## config.mk

```make
export PLATFORM = sky130hd
export DESIGN_NAME = collision_count_reg
export DESIGN_NICKNAME = d
export VERILOG_FILES = /design/src/rtl/collision_cnt_pkg.sv /design/src/rtl/collision_count_ctrl.sv /design/src/rtl/collision_count_path.sv /design/src/rtl/collision_count_reg.sv
export SDC_FILE = /design/constraint.sdc
export NUM_CORES = 1
export LEC_CHECK = 0
export ABC_AREA = 1
export BUFFER_PORTS_ARGS = -buffer_cell sky130_fd_sc_hd__buf_4
export CAP_MARGIN = 20
export CORE_AREA = 10 10 48 50
export CTS_CLUSTER_SIZE = 10
export DETAILED_ROUTE_END_ITERATION = 12
export DIE_AREA = 0 0 58 60
export PLACE_DENSITY_LB_ADDON = 0.25
export SLEW_MARGIN = 20
export SYNTH_ARGS = -nofsm -noshare
export SYNTH_HDL_FRONTEND = slang
export SYNTH_SLANG_ARGS = --single-unit
export TNS_END_PERCENT = 30
```

## constraint.sdc

```tcl
create_clock -name clk -period 1.2 [get_ports clk]
set_input_delay 0.24 -clock clk [delete_from_list [all_inputs] [get_ports clk]]
set_output_delay 0.24 -clock clk [all_outputs]
set_load 0.01 [all_outputs]
```

## src/rtl/collision_cnt_pkg.sv

```systemverilog
package collision_cnt_pkg;
  // strobes from control to datapath
  typedef struct packed {
    logic clear;    // zero the tally (host read)
    logic seedOne;  // with clear: restart at one instead of zero
    logic step;     // add one to the tally
  } cntStrobes_t;
endpackage

```

## src/rtl/collision_count_ctrl.sv

```systemverilog
module collision_count_ctrl
  import collision_cnt_pkg::*;
(
  input  logic        clk,
  input  logic        rstN,
  input  logic        colPulse,
  input  logic        irqEnable,
  input  logic        hostRd,
  input  logic        atPreHalf,
  output cntStrobes_t strobes,
  output logic        irqReq
);
  logic irqFlag;

  always_comb begin
    strobes.clear   = hostRd;
    strobes.seedOne = hostRd & colPulse;
    strobes.step    = colPulse & ~hostRd;
  end

  // sticky warning: set on the midpoint step, dropped by a read
  always_ff @(posedge clk or negedge rstN) begin
    if (!rstN)
      irqFlag <= 1'b0;
    else if (hostRd)
      irqFlag <= 1'b0;
    else if (strobes.step && atPreHalf && irqEnable)
      irqFlag <= 1'b1;
  end

  assign irqReq = irqFlag;
endmodule

```

## src/rtl/collision_count_path.sv

```systemverilog
module collision_count_path
  import collision_cnt_pkg::*;
#(
  parameter int          CNT_W   = 10,
  parameter int          ID_W    = 6,
  parameter logic [ID_W-1:0] ID_CODE = 6'b010010
) (
  input  logic                  clk,
  input  logic                  rstN,
  input  cntStrobes_t           strobes,
  output logic [CNT_W+ID_W-1:0] rdWord,
  output logic                  atPreHalf
);
  localparam logic [CNT_W-1:0] PRE_HALF = CNT_W'((1 << (CNT_W - 1)) - 1);
  localparam logic [CNT_W-1:0] ONE      = CNT_W'(1);

  logic [CNT_W-1:0] tally;

  always_ff @(posedge clk or negedge rstN) begin
    if (!rstN)
      tally <= '0;
    else if (strobes.clear)
      tally <= strobes.seedOne ? ONE : '0;
    else if (strobes.step)
      tally <= tally + ONE;  // wraps naturally at full range
  end

  assign atPreHalf = (tally == PRE_HALF);
  assign rdWord    = {tally, ID_CODE};
endmodule

```

## src/rtl/collision_count_reg.sv

```systemverilog
module collision_count_reg
  import collision_cnt_pkg::*;
#(
  parameter int          CNT_W   = 10,
  parameter int          ID_W    = 6,
  parameter logic [ID_W-1:0] ID_CODE = 6'b010010,
  localparam int         WORD_W  = CNT_W + ID_W
) (
  input  logic              clk,
  input  logic              rstN,
  input  logic              colPulse,
  input  logic              irqEnable,
  input  logic              hostRd,
  output logic [WORD_W-1:0] rdWord,
  output logic              irqReq
);
  cntStrobes_t strobes;
  logic        atPreHalf;

  collision_count_ctrl u_ctrl (
    .clk       (clk),
    .rstN      (rstN),
    .colPulse  (colPulse),
    .irqEnable (irqEnable),
    .hostRd    (hostRd),
    .atPreHalf (atPreHalf),
    .strobes   (strobes),
    .irqReq    (irqReq)
  );

  collision_count_path #(
    .CNT_W   (CNT_W),
    .ID_W    (ID_W),
    .ID_CODE (ID_CODE)
  ) u_path (
    .clk       (clk),
    .rstN      (rstN),
    .strobes   (strobes),
    .rdWord    (rdWord),
    .atPreHalf (atPreHalf)
  );
endmodule

```

==> run summary <==
Status - finished, final reports clean
Post-synth EDFFs - 0
WS Path Type - register to output port
Clock-pin slew on the worst setup and hold paths - 0.07 ns
DR vias - 543
Root Buffer - clkbuf_4
Post-place setup slack - 0.03180 ns
Setup Skew - 0.004028 ns
Mapped Avg Cell Area - 7.708 µm²
CP Launch Type - register
Combinational Power Share - 14.5%
Mapped Cells - 81
Post-route insts no fill - 117
Worst setup path start - u_path.tally[0]
Final Util - 55.92%
# DRC - 0
Cts bufs inserted - 3
Setup violators final - 0
Worst hold-check path type - input port to register
DP Cell Count - 111
Die footprint - 3480 µm²
Maximum VDD drop - 596.9 µV
Vias in the first global route - 591
CORE AREA - 1436 µm²
First drt pass iteration count - 4
Final Slew Violations - 0
Initial antenna violation count - 0
Max-Cap Viols - 0
Site Rows - 14
Switching pwr - 0.0002058 W
Most common cell after layout, fill and taps aside - nand2_1
RSZ-0062 raised after global routing - true
Placed inst area - 734.5 µm²
Final hold violations - 0
YS warnings - 0
Min Tclk post-route - 1.153 ns
Clock Power Share - 34.6%
Sequential power share - 50.9%
DP HPWL - 1114 µm
Data required, critical path - 0.96 ns
H-tree depth - 1
Clock Latency Late Sink - 0.28 ns
Synth top area cells - dfrtp_1 (44%), nand2_1 (11%), buf_4 (7.2%), inv_1 (6.0%), a21oi_1 (4.8%)
GP Congestion - 0.8179
Largest net degree at the start of global routing - 12
First-pass GRT wire length - 2566 µm
Antenna Nets Post-Route - 0
CP endpoint kind - output port
Power Internal - 0.0005611 W
Post-Route WL - 1466 µm
Crit-path max FO - 3
# port buffers - 15
Peak Freq - 0.8677 GHz
Layout cells sized above 1 - 28.71%
Die W - 58 µm
Iteration-0 DRC Markers - 11
Area Growth Syn to Fin - 28.66%
Sequential fraction of the synthesis area - 44.09%
# IOs - 22
Clock tree sinks - 11
CTS max path bufs - 2
Leak pwr - 0.4285 nW
Switching part of the total - 26.83%
Fill count - 142
Largest area contributor in the netlist - dfrtp_1
TritonCTS clock tree - done
Critical path arrival - 0.91 ns
Mapped cell area - 624.3 µm²
ANT cells - 0
Initial Utilization - 43.47%
Dominant synthesized flop cell - dfrtp_1
GR Overflow Total - 0
Final net count - 108
Die Y - 60 µm
Tcrit/Tclk final - 96.04%
Fraction of registers with async set/reset - 100.0%
Synth unique cells - 18
Post-synth top area share - 44.09%
Worst reg2reg startpoint - u_path.tally[1]
Synthesized flop and latch total - 11
Total GRT Usage - 9.645%
Via density - 4.641
Hold_sp - hostRd
Power per cell area - 954.8 nW/µm²
Final worst-path setup slack - 0.04747 ns
DR WL/cell - 12.53 µm
Most frequent cells in the layout - nand2_1 (18), buf_4 (15), dfrtp_1 (11)
Design area - 803.3 µm²
==> synth_stat cells, types with 2 or more instances <==
cell     number
conb_1        2
nor2_1        8
nand4_1       2
buf_4         6
dfrtp_1      11
a21oi_1       6
nand2_1      18
inv_1        10
nand3_1       3
nor2_2        2
nand2_2       2
nor3_1        4
o21ai_0       2
==> power groups by stage <==
stage,clock network [W],logic [W],registers [W]
global route,0.000290,0.000125,0.000393
CTS,0.000269,0.000102,0.000389
finish,0.000265,0.000111,0.000391
floorplan,0,0.0000531,0.000404
detailed placement,0,0.0000996,0.000396
global placement,0,0.0000994,0.000397
==> layout make-up <==
class / count / area (µm²) / area share (%)
Clock buffer: 4 / 26.28 / 3.271
Inverter: 10 / 37.54 / 4.673
Multi-Input combinational cell: 58 / 299.0 / 37.23
Sequential cell: 11 / 275.3 / 34.27
Tap cell: 16 / 20.02 / 2.492
Timing Repair Buffer: 18 / 145.1 / 18.07
==> stage by stage <==
| step | total power (W) | hold slack [ns] | setup TNS (ns) |
|---|---|---|---|
| after global placement | 0.0004959 | 0.08645 | 0 |
| after global routing | 0.0008082 | 0.1674 | -0.04192 |
| after CTS | 0.0007603 | 0.1549 | 0 |
| after floorplan | 0.0004573 | -0.05559 | 0 |
| final | 0.0007669 | 0.1545 | 0 |
| after detailed placement | 0.0004961 | 0.08343 | 0 |
==> critical path, cell delays in order, from the launching register on <==
cell	delay, ns
dfrtp_1	0.40
buf_6	0.13
buf_6	0.11
==> cell families (layout without fill, tap and decap cells) <==
kind of cell | after synthesis | after routing | synth area share (%)
and+or+nand+nor | 42 | 42 | 31.66
buffers and inverters | 16 | 32 | 13.23
DFF | 11 | 11 | 44.09
AOI/OAI and AO/OA | 8 | 8 | 6.413
other | 2 | 6 | 1.203
adders and majority gates | 1 | 1 | 2.004
xor gates and xnor gates | 1 | 1 | 1.403
==> registers in the layout, indices dropped and copies added, names as in the netlist <==
signal and count:
u_path.tally 10, u_ctrl.irqReq 1
==> final timing paths <==
path | slack (ns) | to | depth (start not counted)
setup / recovery | 0.05 | rdWord[6] | 2
hold / removal | 0.15 | u_path.tally[2] | 2
setup reg to reg | 0.06 | u_path.tally[4] | 5
hold reg to reg | 0.49 | u_ctrl.irqReq | 2
max in group asynchronous | 0.72 | u_path.tally[4] | 2
min in group asynchronous | 0.33 | u_path.tally[8] | 2
==> what timing repair did <==
action	CTS	global route
hold buffers	1	0
resized for setup	0	6
hold endpoints to repair	11	0
setup endpoints to repair	0	4
buffers inserted	0	1
==> metal layers <==
| metal | track usage (%) | vias up | part of all wire [%] | routed length, µm |
|---|---|---|---|---|
| met3 | 5.297 | 5 | 11 | 167 |
| met1 | 9.432 | 238 | 42 | 611 |
| met4 | 8.054 | 0 | 3.1 | 46 |
| met5 | 0 | - | 0 | 0 |
| li1 | - | 281 | - | - |
| met2 | 14.72 | 19 | 44 | 640 |
Power figures use the tool's default switching activity.
